--- src/rtl/secded_pkg.sv ---
package secded_pkg;

  typedef struct packed {
    logic det;
    logic corr;
    logic fatal;
  } flags_t;

  // Hamming position of data bit idx: the idx-th integer >= 3 that is not a power of two
  function automatic int data_pos(int idx);
    int n;
    int res;
    n   = 0;
    res = 0;
    for (int k = 3; k < 256; k++) begin
      if (res == 0 && (k & (k - 1)) != 0) begin
        if (n == idx) res = k;
        n++;
      end
    end
    return res;
  endfunction

  // Set of data bits covered by the check bit of weight 2**j
  function automatic logic [63:0] cover_mask(int j, int dw);
    logic [63:0] m;
    m = '0;
    for (int i = 0; i < dw; i++) begin
      if (((data_pos(i) >> j) & 1) != 0) m[i] = 1'b1;
    end
    return m;
  endfunction

endpackage

--- src/rtl/secded_syndrome.sv ---
module secded_syndrome #(
  parameter int DATA_W = 8,
  parameter int PAR_W  = 4
) (
  input  logic [DATA_W+PAR_W:0] cw,
  output logic [PAR_W-1:0]      syn_pos,
  output logic                  syn_odd
);
  import secded_pkg::*;

  localparam int CW_W = DATA_W + PAR_W + 1;

  // Position syndrome: recomputed check bit XOR received check bit
  for (genvar j = 0; j < PAR_W; j++) begin : g_chk
    localparam logic [63:0] MASK = cover_mask(j, DATA_W);
    always_comb begin
      syn_pos[j] = cw[DATA_W + j] ^ (^(cw[DATA_W-1:0] & MASK[DATA_W-1:0]));
    end
  end

  // Overall parity over the whole word; odd means an odd number of flips
  always_comb begin
    syn_odd = ^cw[CW_W-1:0];
  end

endmodule

--- src/rtl/secded_correct.sv ---
module secded_correct #(
  parameter int DATA_W = 8,
  parameter int PAR_W  = 4
) (
  input  logic [DATA_W-1:0]       data_rx,
  input  logic [PAR_W-1:0]        syn_pos,
  input  logic                    syn_odd,
  output logic [DATA_W-1:0]       data_fix,
  output secded_pkg::flags_t      flags
);
  import secded_pkg::*;

  localparam int MAX_POS = data_pos(DATA_W - 1);

  logic [DATA_W-1:0] flip;
  logic              pos_nz;
  logic              pos_high;

  // One comparator per data bit against its Hamming position
  for (genvar i = 0; i < DATA_W; i++) begin : g_flip
    localparam int P = data_pos(i);
    always_comb begin
      flip[i] = syn_odd && (syn_pos == PAR_W'(P));
    end
  end

  always_comb begin
    pos_nz      = |syn_pos;
    pos_high    = int'(syn_pos) > MAX_POS;
    data_fix    = data_rx ^ flip;
    flags.corr  = |flip;
    flags.fatal = (!syn_odd && pos_nz) || (syn_odd && pos_high);
    flags.det   = flags.corr || flags.fatal;
  end

  // at most one data bit is ever inverted
  always_comb begin
    a_one_flip_r3: assert ($onehot0(flip));
  end

endmodule

--- src/rtl/secded_outreg.sv ---
module secded_outreg #(
  parameter int DATA_W = 8
) (
  input  logic                 clk,
  input  logic                 clear,
  input  logic [DATA_W-1:0]    data_d,
  input  secded_pkg::flags_t   flags_d,
  output logic [DATA_W-1:0]    data_q,
  output secded_pkg::flags_t   flags_q
);
  import secded_pkg::*;

  logic [DATA_W-1:0] data_nx;
  flags_t            flags_nx;

  always_comb begin
    data_nx  = data_d;
    flags_nx = flags_d;
  end

  always_ff @(posedge clk or posedge clear) begin
    if (clear) begin
      data_q  <= '0;
      flags_q <= '0;
    end else begin
      data_q  <= data_nx;
      flags_q <= flags_nx;
    end
  end

  p_clear_zero_r8: assert property (@(posedge clk)
    clear |-> (data_q == '0 && flags_q == '0));

  p_corr_legal_r9: assert property (@(posedge clk) disable iff (clear)
    flags_q.corr |-> (flags_q.det && !flags_q.fatal));

  p_fatal_det_r9: assert property (@(posedge clk) disable iff (clear)
    flags_q.fatal |-> flags_q.det);

endmodule

--- src/rtl/secded_dec13.sv ---
module secded_dec13 #(
  parameter int DATA_W = 8,
  parameter int PAR_W  = 4
) (
  input  logic                  clk,
  input  logic                  clear,
  input  logic [DATA_W+PAR_W:0] code_in,
  output logic [DATA_W-1:0]     data_out,
  output logic                  err_det,
  output logic                  err_corr,
  output logic                  err_fatal
);
  import secded_pkg::*;

  logic [PAR_W-1:0]  syn_pos;
  logic              syn_odd;
  logic [DATA_W-1:0] data_fix;
  flags_t            flags_c;
  flags_t            flags_q;

  secded_syndrome #(.DATA_W(DATA_W), .PAR_W(PAR_W)) i_syn (
    .cw      (code_in),
    .syn_pos (syn_pos),
    .syn_odd (syn_odd)
  );

  secded_correct #(.DATA_W(DATA_W), .PAR_W(PAR_W)) i_fix (
    .data_rx  (code_in[DATA_W-1:0]),
    .syn_pos  (syn_pos),
    .syn_odd  (syn_odd),
    .data_fix (data_fix),
    .flags    (flags_c)
  );

  secded_outreg #(.DATA_W(DATA_W)) i_reg (
    .clk     (clk),
    .clear   (clear),
    .data_d  (data_fix),
    .flags_d (flags_c),
    .data_q  (data_out),
    .flags_q (flags_q)
  );

  always_comb begin
    err_det   = flags_q.det;
    err_corr  = flags_q.corr;
    err_fatal = flags_q.fatal;
  end

  // Marks that the output register has taken at least one word since clear
  logic primed;
  always_ff @(posedge clk or posedge clear) begin
    if (clear) primed <= 1'b0;
    else       primed <= 1'b1;
  end

  p_pass_nodet_r4: assert property (@(posedge clk) disable iff (clear)
    (primed && !err_det) |-> (data_out == $past(code_in[DATA_W-1:0])));

  p_fatal_pass_r5: assert property (@(posedge clk) disable iff (clear)
    (primed && err_fatal) |-> (data_out == $past(code_in[DATA_W-1:0])));

  p_corr_onebit_r3: assert property (@(posedge clk) disable iff (clear)
    (primed && err_corr) |->
      ($countones(data_out ^ $past(code_in[DATA_W-1:0])) == 1));

endmodule

--- config.mk ---
export PLATFORM = sky130hd
export DESIGN_NAME = secded_dec13
export DESIGN_NICKNAME = d
export VERILOG_FILES = /design/src/rtl/secded_pkg.sv /design/src/rtl/secded_syndrome.sv /design/src/rtl/secded_correct.sv /design/src/rtl/secded_outreg.sv /design/src/rtl/secded_dec13.sv
export SDC_FILE = /design/constraint.sdc
export NUM_CORES = 1
export LEC_CHECK = 0
export BUFFER_PORTS_ARGS = -buffer_cell sky130_fd_sc_hd__buf_2
export CAP_MARGIN = 20
export CORE_MARGIN = 3
export CORE_UTILIZATION = 54
export DETAILED_ROUTE_END_ITERATION = 10
export PLACE_DENSITY = 0.85
export SYNTH_ARGS = -nofsm -noshare
export SYNTH_HDL_FRONTEND = slang
export SYNTH_SLANG_ARGS = --single-unit
--- constraint.sdc ---
create_clock -name clk -period 1 [get_ports clk]
set_input_delay 0.05 -clock clk [delete_from_list [all_inputs] [get_ports clk]]
set_output_delay 0.05 -clock clk [all_outputs]
set_load 0.02 [all_outputs]
==> results of run 1 <==
[synthesized netlist by cell type, types with 2 or more instances]
master and count:
xor2_2 3, a211oi_1 2, o21ai_1 2, inv_1 2
a22oi_1 2, nor2_1 6, xnor2_2 2, dfrtp_1 11
nand2_1 11, xor2_1 2, a21oi_1 4, a21oi_2 2
xnor2_1 18, nand3_1 8
[cells by family after synthesis]
family                 Yosys count  share of synthesized area
AO/OA/AOI/OAI                   17                     0.1360
XOR/XNOR                        28                     0.3711
buffers and inverters            3                    0.02125
flip-flops                      11                     0.3116
AND/OR/NAND/NOR                 30                     0.1601
[per-stage QoR]
stage	hold WS [ns]	instances
3_5_place_dp	0.04350	154
2_1_floorplan	-0.09756	89
3_3_place_gp	0.03461	154
==> key figures, run 1 <==
Clock network
  – CTS H-tree lvls: 1
  – CTS Buf Count: 3
  – Post-CTS Repair Setup Buffers: 11
  – Root Driver: clkbuf_4
  – CTS sink cnt: 11
  – CTS Hold Bufs: 1
  – Post-CTS Resized: 54
  – Clock buffer depth: 2

Status
  – Error message: [ERROR DPL-0038] Utilization greater than 100%, impossible to legalize
  – Failing step: clock tree synthesis (4_1_cts)
  – Outcome: aborted with a tool error

Logic synthesis
  – Sequential share of the synthesized area: 0.3116
  – Yosys cell types: 28
  – Yosys warns: 0
  – Share of the synthesized area in the top cell type: 0.3116
  – Mapped Cells: 89
  – Netlist Area Pre-Place: 883.3 um2
  – Top post-synthesis cells by area: dfrtp_1, xnor2_1, xor2_2
  – Synth Flop Type: dfrtp_1
  – Async S/R FF share, synth: 1.000
  – Largest area contributor in the netlist: dfrtp_1
  – Yosys reg bits: 11
  – Syn nets: 104
  – Avg Cell Area, Syn: 9.925 um2
  – EDFF count, synth: 0

Place
  – Routability cong.: 0.8466
  – Pre-CTS setup slack: -0.6688 ns
  – Detail Placement HPWL: 2.615 mm
  – Area after DPL: 1369 um2
  – Port buffer count: 25

Die
  – Ports: 26
  – Die Width: 46.45 um
  – Die H: 46.45 um
  – Cell Rows: 13
  – Initial core utilization: 0.6242
==> run 2: changes to the inputs <==
--- a/config.mk
+++ b/config.mk
@@ -7,10 +7,10 @@
 export LEC_CHECK = 0
 export BUFFER_PORTS_ARGS = -buffer_cell sky130_fd_sc_hd__buf_2
 export CAP_MARGIN = 20
-export CORE_MARGIN = 3
-export CORE_UTILIZATION = 54
+export CORE_AREA = 3 3 64 66
 export DETAILED_ROUTE_END_ITERATION = 10
-export PLACE_DENSITY = 0.85
+export DIE_AREA = 0 0 67 69
+export PLACE_DENSITY_LB_ADDON = 0.15
 export SYNTH_ARGS = -nofsm -noshare
 export SYNTH_HDL_FRONTEND = slang
 export SYNTH_SLANG_ARGS = --single-unit
==> key figures, run 2 <==
Timing
  – PnR worst setup slack: -0.3299 ns
  – Slew headroom: 0.7382
  – Final hold violations: 0
  – Tmin final: 1.330 ns
  – Max Fclk: 0.7519 GHz
  – WHS: 0.1251 ns
  – RSZ-0062 raised after global routing: yes
  – Setup TNS: -3.021 ns
  – Max-slew violations: 0
  – Period utilisation layout: 1.330
  – # setup viols final: 11
  – Worst-margin pin slew: 0.3922 ns

Drt
  – Iter 0 DRT Violations: 52
  – Drt total wl: 2.373 mm
  – Wl on met1: 923 um
  – Pre-antenna DRT Iters: 4
  – Post-route DRC violation count: 0
  – Vias per cell: 4.318
  – Met3 WL: 117 um
  – Via count: 855
  – WL met2: 1.281 mm
  – ANT nets after route: 0
  – Wire per inst: 11.98 um
  – Top sig layer: met4

Final layout
  – Most frequent cells in the layout: buf_4, buf_2, dfrtp_1, buf_6, xnor2_1
  – Layout fillers: 352
  – Layout Nets: 166
  – Post-route cell area: 1737 um2
  – Most common cell after layout, fill and taps aside: buf_4
  – Final core utilization: 0.4780
  – Biggest register: i_reg.data_q
  – Area grow syn2layout: 96.60%
  – ANT cells: 0
  – Proportion of layout cells with a drive suffix above 1: 0.6733
  – Max FFs per register: 8
  – Top Registers: i_reg.data_q: 8 flops, i_reg.flags_q: 3 flops

Die
  – Die H: 69 um (+49%)
  – Core area: 3633 um2
  – Die footprint: 4623 um2
  – Cell Rows: 22 (+9)
  – Die Width: 67 um (+44%)
  – Ports: 26 (unchanged)
  – Initial core utilization: 0.2431 (-0.3811)

Clock network
  – CTS tree: built
  – CTS H-tree lvls: 1 (unchanged)
  – Root Driver: clkbuf_8
  – CTS sink cnt: 11 (unchanged)
  – Clock-pin slew on the worst setup and hold paths: 0.05 ns
  – CTS Buf Count: 3 (unchanged)
  – Clock buffer depth: 2 (unchanged)

Place
  – Routability cong.: 0.8280 (-2.2%)
  – Area after DPL: 1398 um2 (+2.1%)
  – Detail Placement HPWL: 1.779 mm (-32%)
  – Port buffer count: 25 (unchanged)

Power
  – Pwr Density: 1510 nW/um2
  – Net Switching: 0.001008 W
  – Clock power frac: 0.162
  – Leak: 0.7346 nW
  – Comb pwr share: 0.626
  – Maximum VDD drop: 0.0004248 V
  – Switching part of the total: 0.3843
  – Sequential share of power: 0.212
  – Internal power: 0.001614 W

Logic synthesis
  – Yosys warns: 0 (unchanged)
  – Sequential share of the synthesized area: 0.3116 (unchanged)
  – Synth Flop Type: dfrtp_1
  – Mapped Cells: 89 (unchanged)
  – Yosys reg bits: 11 (unchanged)
  – Top cells by count, synth: xnor2_1, dfrtp_1, nand2_1
  – Avg Cell Area, Syn: 9.925 um2 (unchanged)
  – Async S/R FF share, synth: 1.000 (unchanged)
  – Share of the synthesized area in the top cell type: 0.3116 (unchanged)
  – Syn nets: 104 (unchanged)
  – EDFF count, synth: 0 (unchanged)
  – Largest area contributor in the netlist: dfrtp_1
  – Most frequent cell after synthesis: xnor2_1
  – Netlist Area Pre-Place: 883.3 um2 (unchanged)
  – Top post-synthesis cells by area: dfrtp_1, xnor2_1, xor2_2
  – Yosys cell types: 28 (unchanged)

Setup path
  – CP Launch Type: input pin
  – Worst stage delay on the critical path: 0.49 ns
  – Worst path slowest cell: xnor3_2
  – WP buf/inv: 1
  – Critical path fanouts, max: 6
  – Critical path class: in2reg
  – CP arrival: 1.44 ns
  – Crit end category: flop
  – Largest delay share family, worst path: XOR/XNOR gates
  – Critical-path cell list: buf_8 -> xnor2_2 -> xnor3_2 -> nor2_4 -> o21ai_2 -> a221oi_2 -> a22oi_1
  – Required time of the critical path: 1.11 ns

GRT
  – Largest net degree at the start of global routing: 12
  – Vias in the first global route: 845
  – Gr ovfl total: 0
  – Initial antenna violation count: 0
  – GRT Total Usage: 0.1103
  – First-pass GRT wire length: 3.926 mm

Status
  – Violated checks: setup timing
  – Outcome: complete, but fails checks

Flow run
  – Max-cap violation count: 0

Hold path
  – HP Class: in2reg
[run 2: cell counts after synthesis]
Identical to the previous run, type by type.
[run 2: worst paths after layout]
| check | cells past startpoint | start | to |
|---|---|---|---|
| worst max-delay path | 7 | code_in[6] | i_reg.flags_q[0]$_DFF_PP0_ |
| worst min-delay path | 3 | code_in[6] | i_reg.data_q[6]$_DFF_PP0_ |
| max in group asynchronous | 3 | clear | i_reg.data_q[1]$_DFF_PP0_ |
| min in group asynchronous | 3 | clear | i_reg.data_q[7]$_DFF_PP0_ |
[run 2: power groups by stage]
stage	registers, W	clock network (W)	logic, W
3_5_place_dp	0.000563	0	0.00135
2_1_floorplan	0.000695	0	0.000750
5_1_grt	0.000567	0.000468	0.00176
4_1_cts	0.000558	0.000442	0.00153
6_report	0.000556	0.000424	0.00164
3_3_place_gp	0.000561	0	0.00135
[run 2: metal layers]
layer	global-route usage	vias up
met5	0	-
met4	0.06081	0
met3	0.01466	4
met2	0.1769	31
met1	0.1392	395
li1	-	425
[run 2: cell families after synthesis]
| family | Yosys count | share of synthesized area |
|---|---|---|
| XOR/XNOR | 28 | 0.3711 |
| AND/OR/NAND/NOR | 30 | 0.1601 |
| flip-flops | 11 | 0.3116 |
| buffers and inverters | 3 | 0.02125 |
| AO/OA/AOI/OAI | 17 | 0.1360 |
[run 2: repair_timing]
action                                  in CTS  in global routing
buffers inserted                             4                  2
hold endpoints to repair                    11                  0
gates resized for setup                     33                 16
hold buffers                                 1                  0
pin swaps                                   27                 12
endpoints found under the setup margin      11                 11
[run 2: metrics by stage]
stage,instances,setup WS [ns],power (W)
finish,198,-0.3299,0.002622
global route,198,-0.3851,0.002793
detailed placement,187,-0.6060,0.001916
global placement,187,-0.5801,0.001914
floorplan,89,-0.3924,0.001445
CTS,196,-0.2980,0.002527
[run 2: layout make-up]
class | count | area, um2 | share of cell area
Multi-Input combinational cell | 75 | 882.1 | 0.5079
Tap cell | 48 | 60.06 | 0.03458
Inverter | 2 | 7.507 | 0.004323
Sequential cell | 11 | 275.3 | 0.1585
Clock buffer | 4 | 45.04 | 0.02594
Timing Repair Buffer | 58 | 466.7 | 0.2687
[run 2: worst min-delay path, stage by stage]
cell	delay, ns
buf_8	0.08
buf_6	0.11
xnor2_1	0.07
(Power assumes the default switching activity.)
